**src/rtl/sbip_pkg.sv**
```systemverilog
package sbip_pkg;

    localparam int CNT_W = 16;

    typedef enum logic [1:0] {
        ST_HUNT  = 2'd0,
        ST_FIRST = 2'd1,
        ST_TRACK = 2'd2
    } sbip_state_e;

    function automatic logic [3:0] ones8(input logic [7:0] v);
        logic [3:0] n;
        n = 4'd0;
        for (int i = 0; i < 8; i++) begin
            n = n + {3'b000, v[i]};
        end
        return n;
    endfunction

endpackage

```
**src/rtl/sbip_frame_ctl.sv**
```systemverilog
module sbip_frame_ctl
    import sbip_pkg::*;
#(
    parameter int FRAME_BYTES = 2430,
    parameter int B1_IDX      = 270
) (
    input  logic        clk,
    input  logic        rst_n,
    input  logic        byte_en,
    input  logic        frame_sync,
    input  logic        lof,
    output logic        cmp_en,
    output sbip_state_e state_o
);

    localparam int POS_W = $clog2(FRAME_BYTES + 1);
    localparam logic [POS_W-1:0] POS_LAST = POS_W'(FRAME_BYTES);
    localparam logic [POS_W-1:0] POS_B1   = POS_W'(B1_IDX);

    sbip_state_e       state, nxt;
    logic [POS_W-1:0]  pos;
    logic              sof;

    assign sof = byte_en && frame_sync;

    // position of the current byte within the frame
    always_ff @(posedge clk) begin
        if (!rst_n) begin
            pos <= '0;
        end else if (sof) begin
            pos <= POS_W'(1);
        end else if (byte_en && (pos != POS_LAST)) begin
            pos <= pos + POS_W'(1);
        end
    end

    // state register
    always_ff @(posedge clk) begin
        if (!rst_n) begin
            state <= ST_HUNT;
        end else begin
            state <= nxt;
        end
    end

    // next state
    always_comb begin
        nxt = state;
        if (lof) begin
            nxt = ST_HUNT;
        end else begin
            unique case (state)
                ST_HUNT:  if (sof) nxt = ST_FIRST;
                ST_FIRST: if (sof) nxt = ST_TRACK;
                ST_TRACK: nxt = ST_TRACK;
                default:  nxt = ST_HUNT;
            endcase
        end
    end

    // outputs
    always_comb begin
        cmp_en  = 1'b0;
        state_o = state;
        unique case (state)
            ST_HUNT:  cmp_en = 1'b0;
            ST_FIRST: cmp_en = 1'b0;
            ST_TRACK: cmp_en = byte_en && !frame_sync && !lof && (pos == POS_B1);
            default:  cmp_en = 1'b0;
        endcase
    end

    p_lof_hunt_r8: assert property (@(posedge clk) disable iff (!rst_n)
        lof |=> (state == ST_HUNT));

    p_track_via_first_r8: assert property (@(posedge clk) disable iff (!rst_n)
        (state == ST_TRACK) && ($past(state) != ST_TRACK) |-> ($past(state) == ST_FIRST));

    p_idle_keeps_pos_r9: assert property (@(posedge clk) disable iff (!rst_n)
        !byte_en |=> $stable(pos));

endmodule

```
**src/rtl/sbip_parity.sv**
```systemverilog
module sbip_parity (
    input  logic       clk,
    input  logic       rst_n,
    input  logic       byte_en,
    input  logic       frame_sync,
    input  logic [7:0] rx_byte,
    output logic [7:0] prev_par
);

    logic [7:0] acc;

    always_ff @(posedge clk) begin
        if (!rst_n) begin
            acc      <= 8'h00;
            prev_par <= 8'h00;
        end else if (byte_en) begin
            if (frame_sync) begin
                prev_par <= acc;
                acc      <= rx_byte;
            end else begin
                acc      <= acc ^ rx_byte;
            end
        end
    end

    p_prev_hold_r1: assert property (@(posedge clk) disable iff (!rst_n)
        !(byte_en && frame_sync) |=> $stable(prev_par));

endmodule

```
**src/rtl/sbip_err_count.sv**
```systemverilog
module sbip_err_count
    import sbip_pkg::*;
(
    input  logic       clk,
    input  logic       rst_n,
    input  logic       cmp_en,
    input  logic [7:0] mism,
    input  logic       lof,
    input  logic       rd_lo,
    input  logic       rd_hi,
    output logic [7:0] rd_data,
    output logic       bip_err
);

    logic [CNT_W-1:0] cnt;
    logic [7:0]       snap_hi;
    logic [3:0]       inc;
    logic [CNT_W:0]   sum;
    logic [CNT_W-1:0] cnt_sat;

    assign inc     = cmp_en ? ones8(mism) : 4'd0;
    assign sum     = {1'b0, cnt} + {{(CNT_W-3){1'b0}}, inc};
    assign cnt_sat = sum[CNT_W] ? {CNT_W{1'b1}} : sum[CNT_W-1:0];

    always_ff @(posedge clk) begin
        if (!rst_n) begin
            cnt     <= '0;
            snap_hi <= 8'h00;
            rd_data <= 8'h00;
        end else if (rd_lo) begin
            cnt     <= {{(CNT_W-4){1'b0}}, inc};
            snap_hi <= cnt[15:8];
            rd_data <= cnt[7:0];
        end else begin
            cnt <= cnt_sat;
            if (rd_hi) begin
                rd_data <= snap_hi;
            end
        end
    end

    always_ff @(posedge clk) begin
        if (!rst_n) begin
            bip_err <= 1'b0;
        end else if (lof) begin
            bip_err <= 1'b0;
        end else if (cmp_en) begin
            bip_err <= |mism;
        end
    end

    p_no_overflow_r5: assert property (@(posedge clk) disable iff (!rst_n)
        !rd_lo && (cnt == 16'hFFFF) |=> (cnt == 16'hFFFF));

    p_count_monotone_r4: assert property (@(posedge clk) disable iff (!rst_n)
        !rd_lo |=> (cnt >= $past(cnt)));

    p_restart_small_r6: assert property (@(posedge clk) disable iff (!rst_n)
        rd_lo |=> (cnt <= 16'd8));

    p_alarm_set_r2: assert property (@(posedge clk) disable iff (!rst_n)
        cmp_en && (mism != 8'h00) && !lof |=> bip_err);

    p_lof_clears_r8: assert property (@(posedge clk) disable iff (!rst_n)
        lof |=> !bip_err);

endmodule

```
**src/rtl/sbip_monitor.sv**
```systemverilog
module sbip_monitor
    import sbip_pkg::*;
#(
    parameter int FRAME_COLS = 270,
    parameter int FRAME_ROWS = 9
) (
    input  logic       clk,
    input  logic       rst_n,
    input  logic       byte_en,
    input  logic       frame_sync,
    input  logic [7:0] rx_byte,
    input  logic       lof,
    input  logic       rd_lo,
    input  logic       rd_hi,
    output logic [7:0] rd_data,
    output logic       bip_err
);

    localparam int FRAME_BYTES = FRAME_COLS * FRAME_ROWS;
    localparam int B1_IDX      = FRAME_COLS;

    logic        cmp_en;
    sbip_state_e state;
    logic [7:0]  prev_par;
    logic [7:0]  mism;

    sbip_frame_ctl #(
        .FRAME_BYTES (FRAME_BYTES),
        .B1_IDX      (B1_IDX)
    ) u_ctl (
        .clk        (clk),
        .rst_n      (rst_n),
        .byte_en    (byte_en),
        .frame_sync (frame_sync),
        .lof        (lof),
        .cmp_en     (cmp_en),
        .state_o    (state)
    );

    sbip_parity u_par (
        .clk        (clk),
        .rst_n      (rst_n),
        .byte_en    (byte_en),
        .frame_sync (frame_sync),
        .rx_byte    (rx_byte),
        .prev_par   (prev_par)
    );

    assign mism = rx_byte ^ prev_par;

    sbip_err_count u_cnt (
        .clk     (clk),
        .rst_n   (rst_n),
        .cmp_en  (cmp_en),
        .mism    (mism),
        .lof     (lof),
        .rd_lo   (rd_lo),
        .rd_hi   (rd_hi),
        .rd_data (rd_data),
        .bip_err (bip_err)
    );

    p_cmp_needs_track_r8: assert property (@(posedge clk) disable iff (!rst_n)
        cmp_en |-> (state == ST_TRACK) && !$isunknown(prev_par));

    p_quiet_alarm_r9: assert property (@(posedge clk) disable iff (!rst_n)
        !byte_en && !lof |=> $stable(bip_err));

endmodule

```
**config.mk**
```make
export PLATFORM = sky130hd
export DESIGN_NAME = sbip_monitor
export DESIGN_NICKNAME = d
export VERILOG_FILES = /design/src/rtl/sbip_pkg.sv /design/src/rtl/sbip_frame_ctl.sv /design/src/rtl/sbip_parity.sv /design/src/rtl/sbip_err_count.sv /design/src/rtl/sbip_monitor.sv
export SDC_FILE = /design/constraint.sdc
export NUM_CORES = 1
export LEC_CHECK = 0
export BUFFER_PORTS_ARGS = -buffer_cell sky130_fd_sc_hd__buf_2
export CAP_MARGIN = 20
export CORE_ASPECT_RATIO = 0.8
export CORE_MARGIN = 2
export CORE_UTILIZATION = 51
export DETAILED_ROUTE_END_ITERATION = 10
export GPL_ROUTABILITY_DRIVEN = 1
export PLACE_DENSITY = 0.73
export REMOVE_ABC_BUFFERS = 1
export SLEW_MARGIN = 5
export SYNTH_ARGS = -nofsm -noshare
export SYNTH_HDL_FRONTEND = slang
export SYNTH_SLANG_ARGS = --single-unit
export TNS_END_PERCENT = 100
```
**constraint.sdc**
```tcl
create_clock -name clk -period 5.3 [get_ports clk]
set_clock_uncertainty 0.15 [all_clocks]
set_input_delay 1.06 -clock clk [delete_from_list [all_inputs] [get_ports clk]]
set_output_delay 1.06 -clock clk [all_outputs]
set_load 0.02 [all_outputs]
```
-- After elaboration in Yosys (flattened, before gate mapping)
Index checks and enable logic that the tools add are counted.
- mux-type cells: 12
- reduce and logical (&&, ||, !) cells: 16
- bitwise gates (word level): 3
- add/sub/neg operators: 9
- equal/unequal tests: 6
- operators by type and width (operator ; number):
    $add A4 B1 Y4 ; 6
    $mux W8 ; 3
    $add A16 B4 Y17 ; 1
    $mux W16 ; 1
    $xor A8 B8 Y8 ; 2
    $add A12 B1 Y12 const B ; 1
    $eq A12 B9 Y1 const B ; 1
    $ne A12 B12 Y1 const B ; 1
    $mux W4 ; 2
    $reduce_or A8 Y1 ; 1
    $pmux W2 S3 ; 1
    $reduce_or A2 Y1 ; 3
    $logic_and A1 B1 Y1 ; 5
    $mux W2 ; 2
    $ne A2 B1 Y1 const B ; 2
    $reduce_and A2 Y1 ; 2
    $reduce_bool A2 Y1 ; 2
    $mux W1 ; 3
    $add A1 B1 Y2 ; 1
    $eq A2 B1 Y1 const B ; 1
    $eq A2 B2 Y1 const B ; 1
    $logic_not A1 Y1 ; 2
    $logic_not A2 Y1 ; 1
    $not A1 Y1 ; 1
- input port bits: 15
- output and inout bits: 9
- logic and storage cells: 56
- flip-flop bits (word level): 63

-- Logic depth before layout (Yosys ltp)
Gate-level depths: netlist (run 1).
- depth in word-level cells: 12
- mapped depth: 17

-- Cells and area by module
A second synthesis (run 1) with hierarchy kept.
- cells, all modules: 384
- area total of the unflattened synthesis: 3497.1 µm²
- by module, submodules not included (module ; seq. area each (µm²) ; cells an instance ; area an instance (µm²) ; instances):
    sbip_err_count ; 660.6 ; 195 ; 1765.4 ; 1
    sbip_parity ; 320.3 ; 89 ; 835.8 ; 1
    sbip_frame_ctl ; 280.3 ; 92 ; 825.8 ; 1
    sbip_monitor ; 0.0 ; 8 ; 70.1 ; 1

-- Least setup slack after synthesis (run 1)
Ideal clock, no wire load.
- path type: input to register
- start point: input rx_byte[1]
- end point: register u_cnt.cnt[1]
- path buffers: 0
- data required time: 5.064 ns
- setup slack: -0.336 ns
- arrival: 5.400 ns
- stages: 14
- path through: xor2_1 > inv_1 > ha_1 > fa_1 > inv_1 > fa_1 > fa_1 > fa_1 > or2_4 > fa_1 > nand2b_1 > a211oi_2 > nand3_1 > a221oi_2
- longest elaborated chain between the ends: 12
- ends and longest elaborated chain (what ; line ; RTL):
    start: declaration ; sbip_monitor.sv:11 ; input logic [7:0] rx_byte,
    $xor A8 B8 Y8 (*) ; sbip_monitor.sv:49 ; assign mism = rx_byte ^ prev_par;
    $add A1 B1 Y2 (*) ; sbip_pkg.sv:15 ; n = n + {3'b000, v[i]};
    $add A4 B1 Y4 (*) (6 in a row) ; sbip_pkg.sv:15 ;
    $mux W4 (*) ; sbip_err_count.sv:21 ; assign inc = cmp_en ? ones8(mism) : 4'd0;
    $add A16 B4 Y17 ; sbip_err_count.sv:22 ; assign sum = {1'b0, cnt} + {{(CNT_W-3){1'b0}}, inc};
    $mux W16 ; sbip_err_count.sv:23 ; assign cnt_sat = sum[CNT_W] ? {CNT_W{1'b1}} : sum[CNT_W-1:0];
    $mux W4 (*) ; sbip_err_count.sv:30 ; end else if (rd_lo) begin
    end signal: assignment ; sbip_err_count.sv:31 ; cnt <= {{(CNT_W-4){1'b0}}, inc};
    end signal: assignment ; sbip_err_count.sv:35 ; cnt <= cnt_sat;
    end: declaration ; sbip_err_count.sv:15 ; logic [CNT_W-1:0] cnt;
Every way passes the cells marked *; elsewhere a longest branch is shown, timed or not.
A chain may end at the register's enable or synchronous reset.

-- Worst setup path in the final report (run 1)
- start point: input rx_byte[1]
- end point: register u_cnt.cnt[14]
- longest elaborated chain between the ends: 11
- ends and longest elaborated chain (what ; line):
    $xor A8 B8 Y8 ; sbip_monitor.sv:49
    $add A1 B1 Y2 ; sbip_pkg.sv:15
    $add A4 B1 Y4 (6 in a row) ; sbip_pkg.sv:15
    $mux W4 ; sbip_err_count.sv:21
    $add A16 B4 Y17 ; sbip_err_count.sv:22
    $mux W16 ; sbip_err_count.sv:23
Every way passes these cells.

==> results of run 1 <==
-- registers in the layout (all words and copies together), names as in the netlist --
| register | count |
|---|---|
| u_cnt.snap_hi | 8 |
| u_cnt.cnt | 16 |
| u_par.acc | 8 |
| u_cnt.bip_err | 1 |
| u_par.prev_par | 8 |
| u_cnt.rd_data | 8 |
| u_ctl.state_o | 2 |
| u_ctl.pos | 12 |
-- routing by layer --
| metal | up-vias | routed length (um) | GRT usage [%] |
|---|---|---|---|
| li1 | 1386 | - | - |
| met1 | 1352 | 3403 | 26.45 |
| met2 | 53 | 3169 | 34.21 |
| met3 | 5 | 287 | 5.638 |
| met4 | 0 | 60 | 9.150 |
| met5 | - | 0 | 0 |
-- final timing paths --
check / end / slack, ps
worst min-delay path: u_par.prev_par[3] / 320
worst max-delay path: u_cnt.cnt[14] / 200
worst max register to register: u_cnt.cnt[14] / 660
worst min register to register: u_par.prev_par[3] / 320
-- cells by family after synthesis --
group,Yosys count,synth area share [%]
DFF,63,38.61
xor gates and xnor gates,19,5.094
buffers and inverters,39,4.558
muxes,24,7.622
AOI/OAI and AO/OA,82,15.82
and+or+nand+nor,130,19.88
adders and majority gates,19,8.426
-- power by group --
| group | switching (uW) | leakage [uW] | total, uW | internal, uW |
|---|---|---|---|---|
| clock network | 189 | 0.0000981 | 417 | 227 |
| registers | 8.20 | 0.000511 | 492 | 484 |
| logic | 67.7 | 0.000831 | 119 | 51.0 |
| total | 265 | 0.00144 | 1030 | 762 |
-- layout make-up --
| cell class | count | area [um^2] | area share [%] |
|---|---|---|---|
| multi-input combinational | 274 | 1904 | 50.90 |
| sequential | 63 | 1261 | 33.71 |
| timing repair buffer | 34 | 197.7 | 5.284 |
| clock buffer | 10 | 137.6 | 3.679 |
| tap | 84 | 105.1 | 2.809 |
| inverter | 20 | 75.07 | 2.007 |
| clock inverter | 6 | 60.06 | 1.605 |
-- cells in the final DEF, fill, tap and decap left out, drive strengths merged, types with 4 or more instances in the layout --
cell type,synthesis,final
mux2,7,7
fa,5,5
clkinv,1,4
clkbuf,17,11
o21ai,20,20
o31ai,4,4
xnor2,16,16
inv,19,19
nand3,8,8
nor2,44,44
a211oi,6,6
a21oi,25,25
dfxtp,63,63
a22oi,7,7
nand4,6,6
mux2i,17,17
nor2b,5,5
or3,6,6
and3,6,6
nor3,7,7
nand2b,4,4
a31oi,9,9
buf,2,33
nand2,26,26
or4,7,7
ha,14,14
-- stage by stage --
stage | cells | TNS [ps]
after CTS | 490 | 0
after detailed placement | 474 | -2641
after global routing | 491 | -17.68
after global placement | 474 | -2046
after floorplan | 357 | -2935
final | 491 | 0
-- critical path, cell delays in order --
cell and delay [ps]:
buf_2 110, xor2_2 150, inv_1 60, ha_1 290, fa_1 530, inv_1 50, fa_1 480, fa_2 410
fa_1 430, or2_4 270, fa_1 410, nand2b_4 160, a211oi_2 270, buf_4 200, a31oi_1 90, nor3_1 220
==> impl_metrics.py, run 1 <==
metrics = {
    "floorplan": {
        "core_area_um2": 6279,
        "rows": 26,
        "dieHeight_um": 75.59,
        "die_area_um2": 7066,
        "dieWidth_um": 93.48,
        "ios": 24,
        "initial_core_util_pct": 52.03,
    },
    "global_routing": {
        "grt_max_degree": 35,
        "grtUsageTotal_pct": 20.91,
        "grt_pass1_vias": 2506,
        "grt-ovfl-total": 0,
        "antenna_found_initial": 0,
        "grt_pass1_wl_um": 11360,
    },
    "layout": {
        "fin_area_um2": 3741,
        "post-route-util_pct": 59.59,
        "area_growth_pct": 14.52,
        "fill_cells": 547,
        "drive_above_1_share_pct": 16.22,
        "layout.nets": 436,
        "antenna_cells": 0,
    },
    "synthesis": {
        "avgSynthCellArea_um2": 8.689,
        "synth_edf_count": 0,
        "synthTopCellsByCount": "dfxtp_1, nor2_1, nand2_1, a21oi_1, o21ai_0",
        "synth_warnings": 0,
        "synth_ff_type": "dfxtp_1",
        "yosysMostFrequentCell": "dfxtp_1",
        "synth_seq_cells": 63,
        "synth-async-reset-ratio_pct": 0,
        "synth-seq-area-share_pct": 38.61,
        "yosys.area.top_type": "dfxtp_1",
        "synthCells": 376,
        "ys_top_cells_by_area": "dfxtp_1, ha_1, mux2i_1",
        "syn_area_um2": 3267,
        "synth_top_area_share_pct": 38.61,
        "synth.distinct_cells": 44,
    },
    "routing": {
        "post_drt_wl_per_cell_um": 14.09,
        "ant_nets": 0,
        "firstDrtPassIters": 5,
        "drt_iter0_markers": 126,
        "vias": 2796,
        "wirelength_um": 6920,
        "drc_errors": 0,
        "vias_per_cell": 5.695,
    },
    "worst_setup_path": {
        "arrival_ps": 5200,
        "worst_r2r_path_depth": 15,
        "required_ps": 5400,
        "crit_start": "rx_byte[1]",
        "timing.rr.start": "u_par.prev_par[1]",
        "crit_type": "primary input to register",
        "crit_fanout": 8,
        "crit_path_end_kind": "register",
        "start_kind": "primary input",
    },
    "sta": {
        "post-route-min-period_ps": 5096,
        "drv_slew": 0,
        "slew_headroom_pct": 55.52,
        "timing.hold.ws_ps": 318.8,
        "finalHoldViolations": 0,
        "finalCritPeriodShare_pct": 96.15,
        "worst_slack_ps": 203.9,
        "fmax_mhz": 196.2,
        "worst_pin_slew_ps": 667.2,
        "setup_violations": 0,
    },
    "worst_hold_path": {
        "hold_path_class": "register to register",
        "holdPathStages": 2,
        "hp-start": "u_par.prev_par[3]",
    },
    "power": {
        "cellPowerDensity_nw_per_um2": 274.6,
        "p_leak_uw": 0.001440,
        "power.total_uw": 1027,
        "vdd_drop_max_mv": 0.1735,
    },
    "clocking": {
        "cts_made_buffers": 9,
        "clk-insertion-delay-late_ps": 340,
        "clock_path_buffers": 2,
        "clock-root-buffer": "clkbuf_8",
        "cts_tree": "built",
        "cts_resized": 0,
        "clock-sinks": 63,
        "cts.clk_slew.worst_paths_ps": 70,
        "cts_hold_buf": 0,
        "h-tree-depth": 3,
        "cts_setup_buffers": 0,
    },
    "run_status": {
        "status": "complete, no violations",
    },
    "placed_design": {
        "routabilityCongestion": 0.7801,
        "preCtsSetupSlack_ps": -273.1,
        "portBuffers": 23,
        "hpwlAfterDp_um": 4819,
        "place_area_um2": 3496,
    },
    "job": {
        "max-cap-violations": 0,
    },
}
Note: power is estimated with default switching activity, not from simulation.
==> run 2: changes to the inputs <==
SYNTH_HIERARCHICAL = 1   (was default)
clock period = 4.6 ns   (was 5.3 ns; I/O delays follow)
==> impl_metrics.py, run 2 <==
metrics = {
    "sta": {
        "rsz0062_at_grt": "no",
        "timing.hold.ws_ps": 342.1,
        "setup_tns_ps": 0,
        "finalHoldViolations": 0,
        "slew_headroom_pct": 64.28,
        "worst_pin_slew_ps": 532.5,
        "setup_violations": 0,
        "post-route-min-period_ps": 4424,
        "finalCritPeriodShare_pct": 96.18,
        "fmax_mhz": 226.0,
        "drv_slew": 0,
    },
    "synthesis": {
        "synth_edf_count": 0,
        "syn_area_um2": 3497,
        "synthCells": 384,
        "yosysMostFrequentCell": "dfxtp_1",
        "synth_warnings": 6,
        "synthTopCellsByCount": "dfxtp_1, a21oi_1, nor2_1, nand2_1",
        "synth-seq-area-share_pct": 36.06,
        "synth_seq_cells": 63,
        "synth_top_area_share_pct": 36.06,
        "synth-async-reset-ratio_pct": 0,
        "synth.distinct_cells": 56,
        "ys_top_cells_by_area": "dfxtp_1, mux2i_1, ha_1",
        "avgSynthCellArea_um2": 9.107,
        "yosys.area.top_type": "dfxtp_1",
        "synth_ff_type": "dfxtp_1",
    },
    "layout": {
        "top_register": "u_cnt/cnt",
        "layout_common_cells": "dfxtp_1, a21oi_1, nor2_1",
        "layout_commonest_cell": "dfxtp_1",
        "area_growth_pct": 14.28,
        "largest_reg_flops": 16,
        "antenna_cells": 0,
        "drive_above_1_share_pct": 21.43,
        "reg_top3": "u_cnt/cnt x16, u_ctl/pos x12",
        "layout.nets": 449,
    },
    "placed_design": {
        "portBuffers": 23,
        "hpwlAfterDp_um": 4883,
        "routabilityCongestion": 0.8036,
    },
    "routing": {
        "vias": 2789,
        "drt_iter0_markers": 110,
        "firstDrtPassIters": 6,
        "ant_nets": 0,
        "drc_errors": 0,
        "post_drt_wl_per_cell_um": 13.86,
        "vias_per_cell": 5.534,
        "wirelength_um": 6986,
    },
    "power": {
        "vdd_drop_max_mv": 0.2383,
        "p_leak_uw": 0.001640,
        "cellPowerDensity_nw_per_um2": 312.8,
    },
    "clocking": {
        "cts_tree": "built",
        "h-tree-depth": 3,
        "clk-insertion-delay-late_ps": 340,
        "cts_setup_buffers": 0,
        "clock-sinks": 63,
        "clock-root-buffer": "clkbuf_8",
        "cts_made_buffers": 9,
        "cts.clk_slew.worst_paths_ps": 80,
        "clock_path_buffers": 2,
        "cts_hold_buf": 0,
    },
    "worst_setup_path": {
        "max_stage_delay_ps": 510,
        "crit_buf_inv": 4,
        "start_kind": "primary input",
        "crit_path_end_kind": "register",
        "crit_fanout": 6,
        "cp_top_family": "adder cells",
        "r2r_slack_ps": 500,
        "critPathSlowestCell": "fa_1",
        "required_ps": 4670,
        "path_cells": "buf_2 > xor2_2 > inv_1 > fa_1 > fa_1 > inv_1 > fa_2 > fa_2 > xor2_1 > and2_1 > ha_4 > buf_4 > o21ai_1 > o21a_2 > nor3_1 > xnor2_1 > a21oi_1",
        "crit_type": "primary input to register",
        "arrival_ps": 4490,
    },
    "floorplan": {
        "initial_core_util_pct": 53.75,
        "ios": 24,
        "dieWidth_um": 96.58,
        "core_area_um2": 6506,
        "rows": 26,
        "die_area_um2": 7540,
        "dieHeight_um": 78.07,
    },
    "global_routing": {
        "grtUsageTotal_pct": 20.13,
        "grt_pass1_wl_um": 11850,
        "grt_max_degree": 41,
        "grt-ovfl-total": 0,
        "grt_pass1_vias": 2563,
        "antenna_found_initial": 0,
    },
    "run_status": {
        "status": "complete, no violations",
    },
    "job": {
        "max-cap-violations": 0,
    },
    "worst_hold_path": {
        "hold_path_class": "register to register",
    },
}
[run 2: cell families after synthesis]
logic type	after synthesis	share of synthesized area, %
AO/OA/AOI/OAI	89	19.03
XOR/XNOR	23	5.760
adder cells (fa/ha/maj)	19	7.871
buffers and inverters	40	5.545
flip-flops	63	36.06
multiplexers	21	6.011
AND/OR/NAND/NOR	129	19.71
[run 2: where the power goes]
part           total (uW)  leakage, uW  switching [uW]  internal (uW)
clock network         542     0.000115             231            312
logic                 142      0.00101            81.4           60.6
registers             566     0.000511            9.09            557
total                1250      0.00164             321            929
[run 2: worst register-to-register path: cells and delay by family (launching register included)]
kind	cells	cell delay, ps
xor+xnor	3	460
fa+ha+maj	5	1970
buf+inv	3	240
flops	1	370
simple gates	2	390
compound gates	3	420
[run 2: final timing paths]
kind,to,startpoint,cells after the start
worst max register to register,u_cnt/cnt[11],u_par/prev_par[5],16
worst max-delay path,u_cnt/cnt[11],rx_byte[5],17
worst min-delay path,u_par/acc[3],u_par/acc[3],2
worst min register to register,u_par/acc[3],u_par/acc[3],2
[run 2: final cells by class]
class | instances | area (um^2)
fill | 567 | 2510
clock buffer | 9 | 123.9
multi-input combinational | 281 | 2100
inverter | 23 | 86.33
timing repair buffer | 37 | 220.2
sequential | 63 | 1261
clock inverter | 7 | 100.1
tap | 84 | 105.1
[run 2: metrics by stage]
step	area, um^2	setup slack (ps)	power, uW	std cells	util [%]
2_1_floorplan	3390	-141.3	661.4	367	-
3_3_place_gp	3715	-413.3	710.8	488	57.10
3_5_place_dp	3715	-532.1	717.3	488	57.10
4_1_cts	3943	26.33	1264	504	60.60
5_1_grt	3996	7.295	1314	504	61.42
6_report	3996	175.6	1250	504	61.42
[run 2: timing repair]
action                     4_1_cts  5_1_grt
resized for setup                2       13
setup endpoints to repair       16       15
pin swaps                        0        5
[run 2: layer usage]
| layer | vias up | global-route usage [%] | wire length, um |
|---|---|---|---|
| li1 | 1409 | - | - |
| met1 | 1328 | 27.85 | 3445 |
| met2 | 50 | 30.35 | 3224 |
| met3 | 2 | 6.334 | 274 |
| met4 | 0 | 5.493 | 42 |
| met5 | - | 0 | 0 |
